$ cat config.mk
export PLATFORM = sky130hd
export DESIGN_NAME = pwm_acc_chan
export DESIGN_NICKNAME = d
export VERILOG_FILES = /design/src/rtl/pwm_acc_pkg.sv /design/src/rtl/pwm_acc_regs.sv /design/src/rtl/pwm_acc_phase.sv /design/src/rtl/pwm_acc_cmp.sv /design/src/rtl/pwm_acc_chan.sv
export SDC_FILE = /design/constraint.sdc
export NUM_CORES = 1
export LEC_CHECK = 0
export BUFFER_PORTS_ARGS = -buffer_cell sky130_fd_sc_hd__buf_2
export CORE_ASPECT_RATIO = 1.1
export CORE_MARGIN = 1.5
export CORE_UTILIZATION = 55
export DETAILED_ROUTE_END_ITERATION = 7
export MAX_ROUTING_LAYER = met4
export PLACE_DENSITY_LB_ADDON = 0.12
export SLEW_MARGIN = 20
export SYNTH_ARGS = -nofsm -noshare
export SYNTH_HDL_FRONTEND = slang
export SYNTH_SLANG_ARGS = --single-unit
$ cat constraint.sdc
create_clock -name clk -period 3.2 [get_ports clk]
set_input_delay 0.32 -clock clk [delete_from_list [all_inputs] [get_ports clk]]
set_output_delay 0.32 -clock clk [all_outputs]
set_load 0.03 [all_outputs]
$ cat src/rtl/pwm_acc_pkg.sv
package pwm_acc_pkg;
  localparam int REG_W    = 32;
  localparam int EN_POS   = 31;
  localparam int UPD_POS  = 30;
  localparam int INC_LSB  = 8;
  localparam int THR_W    = 8;
  localparam int MAX_INCW = UPD_POS - INC_LSB;
endpackage

$ cat src/rtl/pwm_acc_regs.sv
module pwm_acc_regs
  import pwm_acc_pkg::*;
#(
  parameter int BU_W = 16
) (
  input  logic             clk,
  input  logic             rst_n,
  input  logic             wr_en,
  input  logic [REG_W-1:0] wr_data,
  input  logic             wrap,
  output logic             en,
  output logic             upd,
  output logic [BU_W-1:0]  act_inc,
  output logic [THR_W-1:0] act_thr,
  output logic [REG_W-1:0] rd_data
);
  logic             en_q, upd_q;
  logic [BU_W-1:0]  sh_inc;
  logic [THR_W-1:0] sh_thr;
  logic             accept, apply;

  assign accept = wr_en && !upd_q;
  assign apply  = upd_q && (!en_q || wrap || (act_inc == '0));

  always_ff @(posedge clk or negedge rst_n) begin
    if (!rst_n) begin
      en_q    <= 1'b0;
      upd_q   <= 1'b0;
      sh_inc  <= '0;
      sh_thr  <= '0;
      act_inc <= '0;
      act_thr <= '0;
    end else begin
      if (accept) begin
        en_q   <= wr_data[EN_POS];
        upd_q  <= wr_data[UPD_POS];
        sh_inc <= wr_data[INC_LSB +: BU_W];
        sh_thr <= wr_data[THR_W-1:0];
      end else if (apply) begin
        upd_q   <= 1'b0;
        act_inc <= sh_inc;
        act_thr <= sh_thr;
      end
    end
  end

  always_comb begin
    rd_data                   = '0;
    rd_data[EN_POS]           = en_q;
    rd_data[UPD_POS]          = upd_q;
    rd_data[INC_LSB +: BU_W]  = sh_inc;
    rd_data[THR_W-1:0]        = sh_thr;
  end

  assign en  = en_q;
  assign upd = upd_q;


  locked_write_chk: assert property (@(posedge clk) disable iff (!rst_n)
    (upd_q && wr_en) |=> ($stable(sh_inc) && $stable(sh_thr) && $stable(en_q)));


  flag_drop_chk: assert property (@(posedge clk) disable iff (!rst_n)
    $fell(upd_q) |-> $past(!en_q || wrap || (act_inc == '0)));


  active_move_chk: assert property (@(posedge clk) disable iff (!rst_n)
    (act_inc != $past(act_inc) || act_thr != $past(act_thr)) |-> $past(upd_q));
endmodule

$ cat src/rtl/pwm_acc_phase.sv
module pwm_acc_phase #(
  parameter int BU_W = 16
) (
  input  logic            clk,
  input  logic            rst_n,
  input  logic            en,
  input  logic [BU_W-1:0] inc,
  output logic [BU_W-1:0] acc,
  output logic            wrap
);
  logic [BU_W:0] sum;

  assign sum  = {1'b0, acc} + {1'b0, inc};
  assign wrap = en && sum[BU_W];

  always_ff @(posedge clk or negedge rst_n) begin
    if (!rst_n)   acc <= '0;
    else if (!en) acc <= '0;
    else          acc <= sum[BU_W-1:0];
  end


  acc_zero_chk: assert property (@(posedge clk) disable iff (!rst_n)
    !en |=> (acc == '0));


  acc_hold_chk: assert property (@(posedge clk) disable iff (!rst_n)
    (en && inc == '0) |=> $stable(acc));
endmodule

$ cat src/rtl/pwm_acc_cmp.sv
module pwm_acc_cmp
  import pwm_acc_pkg::*;
(
  input  logic             clk,
  input  logic             rst_n,
  input  logic             en,
  input  logic [THR_W-1:0] phase_top,
  input  logic [THR_W-1:0] thr,
  output logic             pwm
);
  assign pwm = en && (phase_top > thr);


  thr_max_chk: assert property (@(posedge clk) disable iff (!rst_n)
    (thr == {THR_W{1'b1}}) |-> !pwm);


  off_low_chk: assert property (@(posedge clk) disable iff (!rst_n)
    $fell(en) |=> !pwm);
endmodule

$ cat src/rtl/pwm_acc_chan.sv
module pwm_acc_chan
  import pwm_acc_pkg::*;
#(
  parameter int BU_W = 16
) (
  input  logic        clk,
  input  logic        rst_n,
  input  logic        wr_en,
  input  logic [31:0] wr_data,
  output logic [31:0] rd_data,
  output logic        pwm_out
);
  localparam int TOP_LSB = BU_W - THR_W;

  generate
    if (!(BU_W == 16 || BU_W == 22) || BU_W > MAX_INCW) begin : g_bad_width
      $error("BU_W must be 16 or 22");
    end
  endgenerate

  logic             en, upd, wrap;
  logic [BU_W-1:0]  act_inc, acc;
  logic [THR_W-1:0] act_thr;

  pwm_acc_regs #(.BU_W(BU_W)) u_regs (
    .clk(clk), .rst_n(rst_n), .wr_en(wr_en), .wr_data(wr_data),
    .wrap(wrap), .en(en), .upd(upd), .act_inc(act_inc),
    .act_thr(act_thr), .rd_data(rd_data)
  );

  pwm_acc_phase #(.BU_W(BU_W)) u_phase (
    .clk(clk), .rst_n(rst_n), .en(en), .inc(act_inc),
    .acc(acc), .wrap(wrap)
  );

  pwm_acc_cmp u_cmp (
    .clk(clk), .rst_n(rst_n), .en(en),
    .phase_top(acc[TOP_LSB +: THR_W]), .thr(act_thr), .pwm(pwm_out)
  );


  upd_wait_chk: assert property (@(posedge clk) disable iff (!rst_n)
    (upd && en && act_inc != '0 && !wrap && !wr_en) |=> upd);
endmodule

==> results of run 1 <==
-- cell type report --
cell class | count | area share, %
clock buffers | 10 | 3.12
clock inverters | 6 | 3.37
multi-input cells | 200 | 41.0
inverters | 16 | 1.47
repair buffers | 61 | 8.20
well taps | 80 | 2.45
flip-flops and latches | 66 | 40.4
-- power breakdown --
| group | switching, W | internal [W] | total (W) |
|---|---|---|---|
| sequential | 0.000283 | 0.00120 | 0.00148 |
| clock | 0.000329 | 0.000601 | 0.000929 |
| combinational | 0.00134 | 0.00115 | 0.00248 |
| total | 0.00195 | 0.00295 | 0.00490 |
-- worst max-delay path by stage --
stage	from	end	slack [ns]	depth (start not counted)
final	u_regs.act_inc[0]	u_regs.act_inc[13]	0.63	8
after global routing	u_regs.act_inc[0]	u_regs.act_inc[8]	0.49	8
after CTS	u_regs.act_inc[0]	u_regs.act_inc[13]	0.62	8
after detailed placement	u_regs.act_inc[0]	u_regs.act_inc[13]	0.65	8
after global placement	u_regs.act_inc[0]	u_regs.act_thr[0]	0.68	8
after floorplan	u_regs.act_inc[0]	u_regs.act_inc[10]	0.81	9
-- sequential cells by signal, summed over array words and instances, names as in the netlist --
name            cells
u_phase.acc        16
u_regs.act_inc     16
u_regs.act_thr      8
u_regs.en           1
u_regs.sh_inc      16
u_regs.sh_thr       8
u_regs.upd          1
-- through the flow --
stage               power (W)  util [%]
floorplan             0.00346         -
global placement      0.00389      62.1
CTS                   0.00494      66.4
finish                0.00490      66.4
detailed placement    0.00399      62.1
global route          0.00525      66.4
-- layout by cell type (no fill, tap or decap), types with 11 or more instances in the layout --
master	instances
mux2_2	29
buf_2	54
mux2_4	13
dfrtp_1	66
ha_1	24
inv_1	16
and2_1	11
nand2_1	17
-- layer usage --
metal | share of wire (%) | wire length, um
met4 | 2.7 | 176
met5 | 0 | 0
met1 | 48 | 3160
met3 | 3.4 | 224
met2 | 46 | 3050
-- kinds of logic (layout without fill, tap and decap cells) --
group           count (synthesis)  count (layout)  share of synthesized area (%)
mux                            45              45                           15.7
other cells                     1               6                          0.107
compound gates                 56              56                           10.9
fa+ha+maj                      25              25                           9.14
xor+xnor                        9               9                           2.25
buf+inv                        34              93                           5.68
flops                          66              66                           47.1
simple gates                   59              59                           9.03
-- worst max-delay path: stages (launching register included) --
cell and delay, ns:
dfrtp_1 0.40, ha_1 0.24, fa_1 0.43, a21oi_2 0.21, o211ai_1 0.15, and3_1 0.18
o31a_1 0.33, buf_12 0.20, mux2_4 0.30
==> results.cfg, run 1 <==
[timing]
tightestPinTransition_ns = 0.575
fin_setup_tns_ns = 0
fin_ws_ns = 0.630
fmax_mhz = 389
fin_hold_ws_ns = -0.0209
maxSlewHeadroom_pct = 61.7
skew_ns = 0.00840
rsz0062_at_grt = no
setup_viol = 0
hold_viol = 45
layout_worst_path_cycle_share_pct = 80.3
drv_slew = 0
min_period_ns = 2.57

[placed_design]
io_buffers = 55
placed_area_mm2 = 0.00382
place_ws_ns = 0.647
gp_congestion = 0.878
dp.cells = 423
place_hpwl_um = 4930

[global_route]
antenna_found_initial = 0
grt-busiest-layer = met2
grt_pass1_vias = 2385
grtUsageTotal_pct = 22.2
met3_usage_pct = 4.53
grt_pass1_wl_um = 11300
use_met2_pct = 33.3
grt_util_met1_pct = 29.0
overflow = 0
grt_max_degree = 48

[critical_path]
worstReg2RegStart = u_regs.act_inc[0]
cp-start-kind = register
required_ns = 3.43
critical_path_class = reg -> reg
r2r_slack_ns = 0.63
reg2reg_depth = 8
worstSetupEndpointType = register
critical_path_arrival_ns = 2.80
reg2reg_to = u_regs.act_inc[13]
cp_max_fo = 22

[clock_tree]
clock_latency_ns = 0.34
cts.htree.levels = 3
clock_sinks = 66
postCtsSetupBuffers = 0
root_buffer = clkbuf_8
clk_pin_slew_worst_paths_ns = 0.07
numCtsBuffers = 9
cts_resized = 0
cts_hold_buf = 0
cts_tree = done
clockBufferDepth = 2

[power]
p_leak_nw = 1.94
power_density_mw_per_mm2 = 1200
vdd_ir_drop_max_uv = 704

[die]
die_x_um = 79.1
core_mm2 = 0.00616
rows = 30
die_h_um = 86.7
fp.dieArea_mm2 = 0.00686
start_util_pct = 56.9
io_pins = 68

[run_status]
status = finished, violations left
violations = hold timing

[synth]
synth_edf_count = 0
netlist_instances = 295
ys.warnings.count = 0
yosys.area.top_type = dfrtp_1
ys_top_cells_by_count = dfrtp_1 (66), mux2_2 (29), ha_1 (24), nand2_1 (17), inv_1 (16)
ys_seq_area_share_pct = 47.1
avgSynthCellArea_um2 = 11.9
netlist.area_leader.share_pct = 47.1
synth_top_flop_cell = dfrtp_1
synth_cell_types = 47
async_flop_share_pct = 100
synth_area_mm2 = 0.00350
synthTopCellsByArea = dfrtp_1 (47%), mux2_2 (9.3%), ha_1 (8.6%), mux2_4 (5.6%), and2_1 (2.0%)
yosys_register_bits = 66
synth.most_common_cell = dfrtp_1

[finish]
finalNetCount = 414
drive_gt1_share_pct = 35.4
multi_input_area_mm2 = 0.00168
nFillCells = 497
post-route-cell-area_mm2 = 0.00409
seq_area_mm2 = 0.00165
final_cells = 439
n_antenna_cell = 0
syn_to_final_growth_pct = 16.6

[route]
drt_iter0_drc = 98
wirelength_um = 6610
antenna_left = 0
dr.pass1.iters = 4
drc_errors = 0
via_per_inst = 5.42
vias = 2380
post_drt_wl_per_cell_um = 15.1

[run]
drv_cap = 0

[hold_path]
hold_class = in -> async
Note: power is estimated with default switching activity, not from simulation.
==> inputs of run 2 (changes only) <==
==> constraint.sdc (replaced) <==
create_clock -name clk -period 2.6 [get_ports clk]
set_input_delay 0.26 -clock clk [delete_from_list [all_inputs] [get_ports clk]]
set_output_delay 0.26 -clock clk [all_outputs]
set_load 0.03 [all_outputs]
==> run 2 against run 1 <==
The flow now finishes without violations. Combinational power rose by 24%. Maximum frequency rose by 3.3%. Clock skew rose by 0.0026 ns. Register-to-register slack got worse by 0.52 ns. Worst setup slack got worse by 0.52 ns. Sequential power rose by 24%. Core utilization fell by 0.43 points. Critical endpoint is now u_regs.act_inc[6].
==> results.cfg, run 2 (same netlist as run 1, synthesis figures left out) <==
[critical_path]
critical_path_class = reg -> reg
worstReg2RegStart = u_regs.act_inc[0]
critPathLaunch = u_regs.act_inc[0]
reg2reg_to = u_regs.act_inc[6]
cp-start-kind = register
reg2reg_depth = 8
crit_path_end = u_regs.act_inc[6]
cp_max_fo = 24
required_ns = 2.83
critical_path_arrival_ns = 2.71
r2r_slack_ns = 0.11
worstSetupEndpointType = register

[timing]
setup_viol = 0
skew_ns = 0.0109
fmax_mhz = 402
min_period_ns = 2.49
fin_ws_ns = 0.112
fin_setup_tns_ns = 0
hold_viol = 0
layout_worst_path_cycle_share_pct = 95.7
maxSlewHeadroom_pct = 56.0
rsz0062_at_grt = no
tightestPinTransition_ns = 0.661
drv_slew = 0

[die]
die_h_um = 86.7
start_util_pct = 56.9
fp.dieArea_mm2 = 0.00686
io_pins = 68
die_x_um = 79.1
rows = 30
core_mm2 = 0.00616

[finish]
mostFrequentLayoutCell = dfrtp_1
finalCoreUtilization_pct = 66.0
n_antenna_cell = 0
finalNetCount = 417
reg.largest.list = u_phase.acc: 16 flops, u_regs.act_inc: 16 flops, u_regs.sh_inc: 16 flops
syn_to_final_growth_pct = 15.9
mostFrequentLayoutCells = dfrtp_1 (66), buf_2 (55), mux2_2 (29), ha_1 (24), nand2_1 (17)
drive_gt1_share_pct = 35.9
nFillCells = 498
final_cells = 442

[clock_tree]
clk_pin_slew_worst_paths_ns = 0.08
clock_sinks = 66
cts.htree.levels = 3
numCtsBuffers = 9
clock_latency_ns = 0.35
cts_resized = 0
cts_tree = done
root_buffer = clkbuf_8
clockBufferDepth = 2

[placed_design]
place_hpwl_um = 4810
io_buffers = 55
dp.cells = 423
gp_congestion = 0.869
place_ws_ns = 0.140

[route]
via_per_inst = 5.45
antenna_left = 0
post_drt_wl_per_cell_um = 15.2
vias = 2410
drt_iter0_drc = 96
drc_errors = 0
wirelength_um = 6710
dr.pass1.iters = 4

[hold_path]
hold_class = in -> reg
holdCritStartpoint = wr_data[5]

[global_route]
antenna_found_initial = 0
overflow = 0
grtUsageTotal_pct = 22.8
grt_pass1_vias = 2410
grt_max_degree = 41
grt_pass1_wl_um = 11500

[power]
power_density_mw_per_mm2 = 1430
p_leak_nw = 1.94
vdd_ir_drop_max_uv = 770
total_power_w = 0.00580

[run]
drv_cap = 0

[run_status]
status = completed
[run 2: power by group]
| part | leakage (nW) | switching, W | internal [W] |
|---|---|---|---|
| clock | 0.106 | 0.000410 | 0.000470 |
| sequential | 0.798 | 0.000362 | 0.00148 |
| combinational | 1.03 | 0.00164 | 0.00144 |
| total | 1.94 | 0.00241 | 0.00339 |
[run 2: final cells by class]
type,instances,area (um^2),area share [%]
Sequential cell,66,1650,40.7
Clock inverter,6,66.3,1.63
Clock buffer,10,138,3.39
Tap cell,80,100,2.46
Timing Repair Buffer,64,370,9.12
Multi-Input combinational cell,200,1680,41.3
Inverter,16,60.1,1.48
[run 2: metal layers]
layer | wire (um) | global-route usage [%] | vias up
met3 | 279 | 4.32 | 13
met5 | 0 | - | -
met1 | 3250 | 31.3 | 1168
met4 | 125 | 11.6 | 0
met2 | 3050 | 32.2 | 54
li1 | - | - | 1175
[run 2: per-stage QoR]
stage,hold WS (ns),area [um^2]
4_1_cts,0.123,4050
3_3_place_gp,0.318,3830
6_report,0.138,4060
3_5_place_dp,0.327,3830
5_1_grt,0.128,4060
2_1_floorplan,-0.0356,3520
[run 2: worst min path at each step]
stage,end,cells after the start
finish,u_regs.sh_thr[5],2
CTS,u_regs.sh_thr[4],2
detailed placement,u_phase.acc[6],1
floorplan,u_phase.acc[0],0
global placement,u_phase.acc[6],1
global route,u_regs.sh_thr[7],2
[run 2: worst max-delay path, stage by stage (launching register included)]
cell      delay, ns
dfrtp_1        0.41
ha_1           0.25
fa_1           0.43
a21oi_2        0.20
o211ai_1       0.13
and3_1         0.18
o31a_1         0.28
buf_12         0.19
mux2_4         0.30
[run 2: what timing repair did]
action / CTS / global route
hold buffers: 1 / 0
setup endpoints to repair: 0 / 9
setup buffers: 0 / 2
hold endpoints to repair: 26 / 0
